===== config.mk =====
export PLATFORM = sky130hd
export DESIGN_NAME = phy_cmd_port
export DESIGN_NICKNAME = d
export VERILOG_FILES = /design/src/rtl/phy_cmd_pkg.sv /design/src/rtl/phy_cmd_decode.sv /design/src/rtl/phy_xfer_ctrl.sv /design/src/rtl/phy_ovr_flag.sv /design/src/rtl/phy_cmd_port.sv
export SDC_FILE = /design/constraint.sdc
export NUM_CORES = 1
export LEC_CHECK = 0
export BUFFER_PORTS_ARGS = -buffer_cell sky130_fd_sc_hd__buf_4
export CELL_PAD_IN_SITES_DETAIL_PLACEMENT = 1
export CELL_PAD_IN_SITES_GLOBAL_PLACEMENT = 1
export CORE_MARGIN = 4
export CORE_UTILIZATION = 28
export DETAILED_ROUTE_END_ITERATION = 12
export GPL_ROUTABILITY_DRIVEN = 0
export PLACE_DENSITY = 0.9
export SKIP_CTS_REPAIR_TIMING = 1
export SLEW_MARGIN = 10
export SYNTH_ARGS = -nofsm -noshare
export SYNTH_HDL_FRONTEND = slang
export SYNTH_SLANG_ARGS = --single-unit

===== constraint.sdc =====
create_clock -name clk_i -period 3 [get_ports clk_i]
set_input_delay 0.9 -clock clk_i [delete_from_list [all_inputs] [get_ports clk_i]]
set_output_delay 0.9 -clock clk_i [all_outputs]
set_load 0.01 [all_outputs]

===== src/rtl/phy_cmd_pkg.sv =====
package phy_cmd_pkg;
  localparam int unsigned WORD_W    = 32;
  localparam int unsigned BUSY_BIT  = 31;
  localparam int unsigned OVR_BIT   = 30;
  localparam int unsigned MODE_BIT  = 23;
  localparam int unsigned ADDR_LSB  = 8;
  localparam int unsigned DATA_LSB  = 0;
  localparam int unsigned FIELD_W   = 8;

  typedef struct packed {
    logic               mode;
    logic [FIELD_W-1:0] addr;
    logic [FIELD_W-1:0] data;
  } phy_cmd_t;
endpackage


===== src/rtl/phy_cmd_decode.sv =====
module phy_cmd_decode
  import phy_cmd_pkg::*;
#(
  parameter int unsigned ADDR_W = FIELD_W,
  parameter int unsigned DATA_W = FIELD_W
) (
  input  logic                 wr_i,
  input  logic [WORD_W-1:0]    wdata_i,
  input  logic                 busy_i,
  output logic                 accept_o,
  output logic                 overrun_o,
  output logic [ADDR_W-1:0]    addr_o,
  output logic [DATA_W-1:0]    data_o
);
  logic mode;

  always_comb begin
    mode      = wdata_i[MODE_BIT];
    addr_o    = wdata_i[ADDR_LSB +: ADDR_W];
    data_o    = wdata_i[DATA_LSB +: DATA_W];
    accept_o  = wr_i && mode && !busy_i;
    overrun_o = wr_i && busy_i;
  end
endmodule


===== src/rtl/phy_xfer_ctrl.sv =====
module phy_xfer_ctrl #(
  parameter int unsigned ADDR_W = 8,
  parameter int unsigned DATA_W = 8
) (
  input  logic              clk_i,
  input  logic              rst_ni,
  input  logic              start_i,
  input  logic [ADDR_W-1:0] addr_i,
  input  logic [DATA_W-1:0] data_i,
  input  logic              ack_i,
  output logic              busy_o,
  output logic              seen_o,
  output logic [ADDR_W-1:0] addr_o,
  output logic [DATA_W-1:0] data_o
);
  always_ff @(posedge clk_i or negedge rst_ni) begin
    if (!rst_ni) begin
      busy_o <= 1'b0;
      seen_o <= 1'b0;
      addr_o <= '0;
      data_o <= '0;
    end else if (start_i) begin
      busy_o <= 1'b1;
      seen_o <= 1'b1;
      addr_o <= addr_i;
      data_o <= data_i;
    end else if (busy_o && ack_i) begin
      busy_o <= 1'b0;
    end
  end

  a_r2_launch: assert property (@(posedge clk_i) disable iff (!rst_ni)
    start_i |=> busy_o && addr_o == $past(addr_i) && data_o == $past(data_i));
  a_r4_hold: assert property (@(posedge clk_i) disable iff (!rst_ni)
    (busy_o && !ack_i) |=> busy_o && $stable(addr_o) && $stable(data_o));
  a_r5_drop: assert property (@(posedge clk_i) disable iff (!rst_ni)
    (busy_o && ack_i) |=> !busy_o);
endmodule


===== src/rtl/phy_ovr_flag.sv =====
module phy_ovr_flag (
  input  logic clk_i,
  input  logic rst_ni,
  input  logic set_i,
  input  logic clr_i,
  output logic flag_o
);
  // set wins over a clearing read in the same cycle
  always_ff @(posedge clk_i or negedge rst_ni) begin
    if (!rst_ni)     flag_o <= 1'b0;
    else if (set_i)  flag_o <= 1'b1;
    else if (clr_i)  flag_o <= 1'b0;
  end

  a_r7_clear: assert property (@(posedge clk_i) disable iff (!rst_ni)
    (clr_i && !set_i) |=> !flag_o);
  a_r7_sticky: assert property (@(posedge clk_i) disable iff (!rst_ni)
    (flag_o && !clr_i) |=> flag_o);
endmodule


===== src/rtl/phy_cmd_port.sv =====
module phy_cmd_port
  import phy_cmd_pkg::*;
#(
  parameter int unsigned ADDR_W = FIELD_W,
  parameter int unsigned DATA_W = FIELD_W
) (
  input  logic              clk_i,
  input  logic              rst_ni,
  input  logic              host_wr_i,
  input  logic [31:0]       host_wdata_i,
  input  logic              host_rd_i,
  output logic [31:0]       host_rdata_o,
  output logic              phy_req_o,
  output logic [ADDR_W-1:0] phy_addr_o,
  output logic [DATA_W-1:0] phy_wdata_o,
  input  logic              phy_ack_i
);
  logic              accept, overrun, busy, seen, ovr_flag;
  logic [ADDR_W-1:0] dec_addr;
  logic [DATA_W-1:0] dec_data;

  phy_cmd_decode #(.ADDR_W(ADDR_W), .DATA_W(DATA_W)) u_dec (
    .wr_i     (host_wr_i),
    .wdata_i  (host_wdata_i),
    .busy_i   (busy),
    .accept_o (accept),
    .overrun_o(overrun),
    .addr_o   (dec_addr),
    .data_o   (dec_data)
  );

  phy_xfer_ctrl #(.ADDR_W(ADDR_W), .DATA_W(DATA_W)) u_ctrl (
    .clk_i  (clk_i),
    .rst_ni (rst_ni),
    .start_i(accept),
    .addr_i (dec_addr),
    .data_i (dec_data),
    .ack_i  (phy_ack_i),
    .busy_o (busy),
    .seen_o (seen),
    .addr_o (phy_addr_o),
    .data_o (phy_wdata_o)
  );

  phy_ovr_flag u_ovr (
    .clk_i (clk_i),
    .rst_ni(rst_ni),
    .set_i (overrun),
    .clr_i (host_rd_i),
    .flag_o(ovr_flag)
  );

  assign phy_req_o = busy;

  always_comb begin
    host_rdata_o                        = '0;
    host_rdata_o[BUSY_BIT]              = busy;
    host_rdata_o[OVR_BIT]               = ovr_flag;
    host_rdata_o[MODE_BIT]              = seen;
    host_rdata_o[ADDR_LSB +: ADDR_W]    = phy_addr_o;
    host_rdata_o[DATA_LSB +: DATA_W]    = phy_wdata_o;
  end

  a_r3_no_start: assert property (@(posedge clk_i) disable iff (!rst_ni)
    (host_wr_i && !host_wdata_i[MODE_BIT] && !phy_req_o) |=> !phy_req_o);
  a_r6_ignored: assert property (@(posedge clk_i) disable iff (!rst_ni)
    (host_wr_i && phy_req_o && !phy_ack_i) |=> $stable(phy_addr_o) && $stable(phy_wdata_o));
  a_r7_set: assert property (@(posedge clk_i) disable iff (!rst_ni)
    (host_wr_i && phy_req_o) |=> host_rdata_o[OVR_BIT]);
  a_r5_busy_bit: assert property (@(posedge clk_i) disable iff (!rst_ni)
    (phy_req_o && phy_ack_i) |=> !host_rdata_o[BUSY_BIT]);
endmodule


# == Word level (Yosys, flattened, before mapping) ==
# Cells that the tools add are included.
# totals
ff_bits,19
word_cells,16
output_inout_bits,49
# op_classes
reduce_logical,7
mux,4
# ops
operator,n
1-bit logical AND,4
1-bit two-way mux,4
2-bit nonzero test,2
1-bit zero test,1

# == Depth between registers and ports, before layout ==
# Gate-level depths: netlist of run 1.
# depth
word_depth,3
depth_mapped,3
ltp_nobuf,2

# == Modules after synthesis ==
# Synthesis of run 1 repeated with hierarchy kept, for this count alone.
# hier_totals
hier_cells,93
area_unflattened_um2,1127.3
# modules_own_cells
mod,cells_per_inst,n_inst,area_each_um2
phy_xfer_ctrl,39,1,710.7
phy_cmd_port,33,1,244.0
phy_cmd_decode,18,1,136.4
phy_ovr_flag,3,1,36.3

# == Worst setup path after synthesis of run 1 ==
# OpenSTA, ideal clock, no wires.
# synth_path
path_type,input-to-reg
start,in host_wr_i
end,reg u_ctrl.addr_o[0]
arrival_ns,1.477
path_stages,3
setup_time_ns,0.125
slack_ns,1.398
path_cell_list,nand3b_4 > buf_6 > mux2_4
# synth_between
elab_chain_cells,2
# synth_lines
element,line,rtl
"start, declared",phy_cmd_port.sv:9,"input logic host_wr_i,"
1-bit logical AND (2 in series),phy_cmd_decode.sv:21,accept_o = wr_i && mode && !busy_i;
"end signal, assigned",phy_xfer_ctrl.sv:25,addr_o <= addr_i;
"end, declared",phy_xfer_ctrl.sv:13,"output logic [ADDR_W-1:0] addr_o,"
# No other way between the ends.
# A chain may end at the register's enable or synchronous reset.

# == Worst setup path after layout of run 1 ==
# layout_path
start,reg u_ctrl.busy_o
end,out phy_req_o
# layout_lines
element,line,rtl
"start, declared",phy_xfer_ctrl.sv:11,"output logic busy_o,"
"start signal, assigned",phy_xfer_ctrl.sv:18,busy_o <= 1'b0;
"start signal, assigned",phy_xfer_ctrl.sv:23,busy_o <= 1'b1;
"start signal, assigned",phy_xfer_ctrl.sv:28,busy_o <= 1'b0;
"end, declared",phy_cmd_port.sv:13,"output logic phy_req_o,"
# No word-level cell between the ends.

==> out/qor.csv, run 1 <==
stage,metric,value,unit
sta,fin_setup_tns,0,ps
worst_setup_path,end_kind,primary output,
power,p_int,0.547,mW
yosys,synthDominantCellAreaShare,0.481,
die,io_pins,86,
global_routing,grt_overflow,0,
yosys,seq_area_frac_synth,0.481,
sta,rsz0062_at_grt,false,
yosys,yosys_warnings,0,
power,ir_drop,0.208,mV
layout,drive_gt1_frac,0.672,
layout,fillers,397,
worst_setup_path,max_stage_delay,440,ps
die,fp.dieH,67.4,microns
sta,period_needed,1810,ps
layout,utilization,0.385,
layout,diodes,0,
sta,hold_viol,0,
route,routed_wirelength,2.22,mm
route,drt_iter0_markers,5,
clocking,cts_sinks,19,
power,seqPwrFrac,0.434,
clocking,cts_tree,yes,
yosys,syn_inst,76,
die,core-area,3360,sq um
die,num_rows,21,
yosys,yosys.area.top_type,dfrtp_1,
route,detail_route.wl_per_cell,13.7,microns
worst_setup_path,cp.depth,1,
sta,period_share,0.603,
worst_setup_path,crit_fanout,5,
route,ant_nets,0,
yosys,syn_area_per_cell,13.0,sq um
yosys,yosysUniqueCellTypes,11,
worst_setup_path,critPathArrivalTime,910,ps
run_status,status,"complete, no violations",
power,switching_share,0.317,
sta,slew_violations,0,
run,max-cap-violations,0,
layout,area_delta_synth_final,31.0,%
yosys,ys_ff_latch,19,
clocking,cts_max_level,1,
route,vias,624,
worst_setup_path,crit_required,2100,ps
global_routing,grt_usage,0.0983,
power,clock_power_share,0.171,
clocking,clkTransAtPathRegs,130,ps
layout,nets,154,
global_routing,antenna_found_initial,0,
worst_setup_path,crit_chain,buf_4,
route,drc,0,
power,p_comb_frac,0.395,
worst_setup_path,path_buf_inv,1,
placed_design,post_dp_cell_area,1270,sq um
global_routing,grt_pass1_wl,3.18,mm
hold_path,hp-class,in -> async,
worst_setup_path,cp_slowest_cell,dfrtp_1,
power,leakage,0.691,nW
die,fp.dieW,67.4,microns
worst_setup_path,critPathTopFamily,flip-flops,
clocking,numCtsBuffers,3,
clocking,clk_path_buf_depth,2,
clocking,root_buffer,clkbuf_4,
die,start_util,0.294,
clocking,clk_latency,310,ps
sta,fmax,553,MHz
layout,fin_area,1290,sq um
power,p_per_area,618,nW/um^2
route,first_pass_iters,2,
yosys,synth_area,988,sq um
global_routing,grt_pass1_vias,651,
yosys,synthTopCellsByArea,"dfrtp_1 48%, buf_4 24%, mux2_4 12%",
die,dieArea,4540,sq um
global_routing,grt_max_degree,20,
sta,fin_skew,17.6,ps
worst_setup_path,r2r_cells,2,
placed_design,port_buffers,57,
worst_setup_path,startpoint_type,flop,
sta,setup_violations,0,
worst_setup_path,path_class,reg -> out,
placed_design,hpwl,1.81,mm
route,viasPerCell,3.85,
power,p_sw,0.253,mW
[through the flow]
stage	power, mW	instances	hold slack, ps	worst slack, ps
3_3_place_gp	0.665	158	450	1220
6_report	0.800	162	437	1190
2_1_floorplan	0.559	88	436	1400
5_1_grt	0.854	162	436	1130
4_1_cts	0.817	162	445	1160
3_5_place_dp	0.678	158	454	1190
[power groups by stage]
| stage | registers [mW] | logic, mW | clock network (mW) |
|---|---|---|---|
| 5_1_grt | 0.359 | 0.337 | 0.158 |
| 2_1_floorplan | 0.370 | 0.189 | 0 |
| 3_5_place_dp | 0.354 | 0.323 | 0 |
| 6_report | 0.347 | 0.316 | 0.137 |
| 4_1_cts | 0.350 | 0.323 | 0.144 |
| 3_3_place_gp | 0.349 | 0.317 | 0 |
[cell families (layout without fill, tap and decap cells)]
family	after synthesis	after routing	synth area share
AO/OA/AOI/OAI	2	2	0.0101
multiplexers	16	16	0.213
flip-flops	19	19	0.481
other	1	13	0.00379
buffers and inverters	35	63	0.262
AND/OR/NAND/NOR	3	3	0.0304
[synthesized netlist by cell type (all sizes together)]
master	instances
buf	33
dfrtp	19
mux2	16
inv	2
o21ai	2
conb	1
nand2	1
nand2b	1
nand3b	1
[worst paths after layout]
| check | from | end | slack (ps) |
|---|---|---|---|
| max in group asynchronous | rst_ni | u_ctrl.busy_o | 2330 |
| min | rst_ni | u_ctrl.data_o[3] | 440 |
| min reg2reg | u_ctrl.seen_o | u_ctrl.seen_o | 490 |
| max reg2reg | u_ctrl.busy_o | u_ctrl.addr_o[6] | 1700 |
| max | u_ctrl.busy_o | phy_req_o | 1190 |
| min in group clk_i | u_ctrl.seen_o | u_ctrl.seen_o | 490 |
[registers in the layout, indices dropped and copies added, names as in the netlist]
register	count
u_ctrl.busy_o	1
u_ctrl.addr_o	8
u_ctrl.seen_o	1
u_ovr.flag_o	1
u_ctrl.data_o	8
[placed cells by master (no fill, tap or decap)]
| master | netlist | layout |
|---|---|---|
| o21ai_0 | 2 | 2 |
| nand2b_1 | 1 | 1 |
| buf_4 | 32 | 57 |
| mux2_2 | 8 | 8 |
| inv_1 | 2 | 2 |
| mux2_4 | 8 | 8 |
| dfrtp_1 | 19 | 19 |
| clkbuf_4 | 0 | 3 |
| conb_1 | 1 | 13 |
| clkinv_2 | 0 | 1 |
| nand3b_4 | 1 | 1 |
| nand2_1 | 1 | 1 |
[final cells by class]
class / count / area, sq um / share of cell area
Clock inverter: 1 / 5.00 / 0.00386
Sequential cell: 19 / 475 / 0.367
Inverter: 2 / 7.51 / 0.00580
Clock buffer: 3 / 22.5 / 0.0174
Timing Repair Buffer: 57 / 428 / 0.330
Tap cell: 46 / 57.6 / 0.0444
Multi-Input combinational cell: 34 / 299 / 0.231
[metal layers]
metal,up-vias,share of wire,track usage
li1,283,-,-
met1,291,0.32,0.0952
met2,48,0.55,0.195
met3,2,0.13,0.0300
met4,0,0.0068,0.0304
met5,-,0,0
No activity file was read; power rests on OpenSTA's default activity.
==> inputs of run 2 (changes only) <==
CORE_UTILIZATION = 26   (was 28)
PLACE_DENSITY = 0.85   (was 0.9)
clock period = 1.8 ns   (was 3 ns; I/O delays follow)
==> out/qor.csv, run 2 (synthesis results as in run 1) <==
stage,metric,value,unit
run_status,status,"complete, no violations",
global_routing,grt_pass1_wl,3.13,mm
global_routing,grt_overflow,0,
sta,fmax,726,MHz
worst_setup_path,crit_fanout,5,
clocking,cts_max_level,1,
layout,top_regs,"u_ctrl.addr_o (8), u_ctrl.data_o (8)",
sta,rsz0062_at_grt,false,
die,start_util,0.270,
global_routing,grt_usage,0.0817,
route,top_layer,met4,
placed_design,port_buffers,57,
layout,nets,154,
worst_setup_path,crit_required,1260,ps
die,io_pins,86,
clocking,cts_sinks,19,
sta,fin_ws,422,ps
worst_setup_path,rr_startpoint,u_ctrl.busy_o,
sta,setup_violations,0,
sta,period_share,0.766,
route,viasPerCell,3.86,
clocking,clk_path_buf_depth,2,
worst_setup_path,critPathTopFamily,flip-flops,
worst_setup_path,critPathArrivalTime,840,ps
route,ant_nets,0,
sta,fin_setup_tns,0,ps
layout,fillers,395,
route,drc,0,
power,p_int,0.986,mW
power,leakage,0.696,nW
sta,period_needed,1380,ps
clocking,root_buffer,clkbuf_8,
route,vias,633,
layout,final_common_cell,buf_4,
die,fp.dieW,69.7,microns
worst_setup_path,crit_chain,buf_4,
route,detail_route.wl_per_cell,12.6,microns
worst_setup_path,max_stage_delay,420,ps
clocking,clk_latency,250,ps
sta,slew_violations,0,
clocking,numCtsBuffers,3,
power,clock_power_share,0.210,
die,fp.dieH,69.7,microns
worst_setup_path,cp_slowest_cell,dfrtp_1,
die,core-area,3660,sq um
worst_setup_path,end_kind,primary output,
route,m1WireLength,720,microns
worst_setup_path,timing.rr.end,u_ctrl.addr_o[0],
global_routing,grt_pass1_vias,665,
route,drt_iter0_markers,7,
layout,diodes,0,
power,switching_share,0.295,
global_routing,grt_max_degree,20,
layout,drive_gt1_frac,0.664,
power,seqPwrFrac,0.414,
sta,hold_viol,0,
power,p_comb_frac,0.376,
placed_design,place_ws,347,ps
worst_setup_path,startpoint_type,flop,
global_routing,antenna_found_initial,0,
clocking,clkTransAtPathRegs,70,ps
die,num_rows,22,
sta,fin_skew,0.697,ps
route,first_pass_iters,3,
die,dieArea,4850,sq um
placed_design,hpwl,1.66,mm
power,ir_drop,0.275,mV
worst_setup_path,path_buf_inv,1,
run,max-cap-violations,0,
hold_path,hp-class,in -> async,
layout,layout_common_cells,"57 x buf_4, 19 x dfrtp_1, 13 x conb_1",
layout,multi_input_area,299,sq um
worst_setup_path,cp.depth,1,
route,met3WireLength,301,microns
power,p_per_area,1060,nW/um^2
sta,hold_slack,148,ps
layout,area_delta_synth_final,33.0,%
route,wl_met2,1.02,mm
power,p_sw,0.412,mW
route,routed_wirelength,2.06,mm
worst_setup_path,r2r_cells,2,
worst_setup_path,path_class,reg -> out,
layout,ff_latch_area,475,sq um
clocking,cts_tree,yes,
worst_setup_path,r2r_slack,510,ps
run 2: cell count changes in the layout (fill, tap and decap cells not counted):
cell	before	now
clkbuf_4	3	0
clkbuf_8	0	3
clkbuf_1	0	1
clkinv_2	1	0
run 2: layer usage:
layer | track usage | up-vias
li1 | - | 281
met1 | 0.0785 | 298
met2 | 0.149 | 52
met3 | 0.0435 | 2
met4 | 0.0255 | 0
met5 | 0 | -
run 2: worst max-delay path by stage:
stage | startpoint | to
after CTS | u_ctrl.busy_o | host_rdata_o[31]
after global placement | host_wdata_i[23] | u_ctrl.addr_o[7]
after detailed placement | host_wr_i | u_ctrl.addr_o[0]
after global routing | u_ctrl.busy_o | phy_req_o
final | u_ctrl.busy_o | host_rdata_o[31]
after floorplan | host_wr_i | u_ctrl.addr_o[0]
run 2: area by class of cell:
class	instances	area share
well taps	48	0.0457
clock buffers	4	0.0343
flip-flops and latches	19	0.362
repair buffers	57	0.325
multi-input cells	34	0.227
inverters	2	0.00571
run 2: stage by stage:
stage	power (mW)	utilization	cells	area (sq um)
final	1.40	0.359	164	1320
after global routing	1.48	0.359	164	1320
after CTS	1.43	0.359	164	1320
after detailed placement	1.13	0.347	160	1270
after global placement	1.11	0.347	160	1270
after floorplan	0.932	-	88	1030
run 2: power groups by stage:
stage / registers (mW) / logic (mW) / clock network, mW
detailed placement: 0.590 / 0.536 / 0
global route: 0.596 / 0.561 / 0.328
finish: 0.579 / 0.526 / 0.293
global placement: 0.579 / 0.528 / 0
floorplan: 0.617 / 0.315 / 0
CTS: 0.581 / 0.537 / 0.312
==> inputs of run 3 (changes only) <==
CORE_UTILIZATION = 24   (was 26)
PLACE_DENSITY = 0.83   (was 0.85)
clock period = 1.2 ns   (was 1.8 ns; I/O delays follow)
==> out/qor.csv, run 3 (synthesis results as in run 1) <==
stage,metric,value,unit
run_status,status,"finished, violations left",
run_status,violations,negative setup slack,
clocking,clkTransAtPathRegs,80,ps
global_routing,grt_overflow,0,
power,p_comb_frac,0.406,
worst_setup_path,timing.rr.end,u_ctrl.addr_o[6],
layout,utilization,0.365,
power,p_int,1.60,mW
run,max-cap-violations,0,
route,drt_iter0_markers,13,
hold_path,hp-class,in -> reg,
global_routing,antenna_found_initial,0,
route,first_pass_iters,2,
worst_setup_path,crit_fanout,18,
hold_path,holdPathStages,2,
layout,final_common_cell,buf_4,
die,fp.dieH,72.2,microns
clocking,cts_sinks,19,
sta,period_share,1.06,
route,viasPerCell,3.80,
global_routing,grt_max_degree,20,
global_routing,grt_pass1_vias,684,
sta,hold_viol,0,
die,core-area,4000,sq um
route,routed_wirelength,2.31,mm
layout,drive_gt1_frac,0.678,
worst_setup_path,critPathLaunch,u_ctrl.busy_o,
worst_setup_path,startpoint_type,flop,
die,fp.dieW,72.2,microns
sta,fin_ws,-66.6,ps
power,p_sw,0.686,mW
layout,final_cell_count_no_fill,171,
sta,fin_setup_tns,-825,ps
route,detail_route.wl_per_cell,13.5,microns
placed_design,port_buffers,57,
sta,period_needed,1270,ps
global_routing,grt_usage,0.0806,
layout,nets,159,
layout,layout_common_cells,"37 x buf_4, 23 x buf_6, 19 x dfrtp_1",
worst_setup_path,critPathArrivalTime,1400,ps
die,num_rows,23,
layout,area_delta_synth_final,47.7,%
worst_setup_path,rr_startpoint,u_ctrl.busy_o,
clocking,cts_max_level,1,
sta,rsz0062_at_grt,true,
sta,fmax,789,MHz
sta,setup_violations,18,
die,io_pins,86,
power,ir_drop,0.514,mV
die,start_util,0.247,
clocking,root_buffer,clkbuf_8,
clocking,cts_tree,yes,
route,ant_nets,0,
layout,diodes,0,
power,p_per_area,1560,nW/um^2
route,vias,649,
clocking,numCtsBuffers,3,
global_routing,grt_pass1_wl,3.27,mm
worst_setup_path,worstSetupEndpoint,u_ctrl.addr_o[6],
power,seqPwrFrac,0.393,
clocking,clk_path_buf_depth,2,
worst_setup_path,crit_required,1340,ps
clocking,clk_latency,250,ps
placed_design,hpwl,1.73,mm
power,switching_share,0.300,
die,dieArea,5210,sq um
worst_setup_path,r2r_slack,-70,ps
layout,top_regs,"u_ctrl.addr_o (8), u_ctrl.data_o (8)",
worst_setup_path,end_kind,flop,
sta,slew_violations,0,
power,total_power,2.28,mW
placed_design,placed_cells,164,
power,leakage,0.752,nW
sta,fin_skew,6.11,ps
power,clock_power_share,0.201,
worst_setup_path,r2r_cells,4,
route,drc,0,
worst_setup_path,path_class,reg -> reg,
==> run 3: metal layers <==
layer  vias to the layer above  GRT usage  part of all wire
met5                         -          0                 0
met4                         0     0.0125                 0
met3                         0     0.0360              0.14
met2                        49      0.147              0.53
met1                       309     0.0872              0.34
li1                        291          -                 -
==> run 3: power groups by stage <==
stage                     Combinational [mW]  Clock (mW)  Sequential, mW
after global placement                 0.810           0           0.866
final                                  0.927       0.459           0.897
after CTS                              0.823       0.486           0.870
after detailed placement               0.823           0           0.879
after global routing                   0.988       0.515           0.917
after floorplan                        0.472           0           0.925
==> run 3: worst min path at each step <==
stage                             endpoint  slack, ps  startpoint
after floorplan           u_ctrl.addr_o[0]         60      rst_ni
after global placement    u_ctrl.data_o[7]        250      rst_ni
after detailed placement  u_ctrl.data_o[7]        260      rst_ni
after CTS                 u_ctrl.data_o[7]        -20      rst_ni
after global routing         u_ctrl.busy_o        290   phy_ack_i
final                        u_ctrl.busy_o        270   phy_ack_i
==> run 3: through the flow <==
stage               hold slack, ps  worst slack [ps]  area (sq um)
finish                         269             -66.6          1460
detailed placement             257             -15.7          1300
floorplan                     64.4             -35.3          1030
global placement               246              4.11          1300
global route                   288              -102          1460
CTS                          -21.5              -107          1350
==> run 3: cell type report <==
class	instances	area (sq um)
clock buffer	3	41.3
tap	50	62.6
inverter	2	7.51
fill	436	2540
sequential	19	475
multi-input combinational	34	299
clock inverter	1	7.51
timing repair buffer	62	567
==> run 3: critical path, stage by stage (launching register included) <==
cell and delay, ps:
dfrtp_1 400, buf_4 140, nand3b_4 150, buf_12 160
mux2_4 300
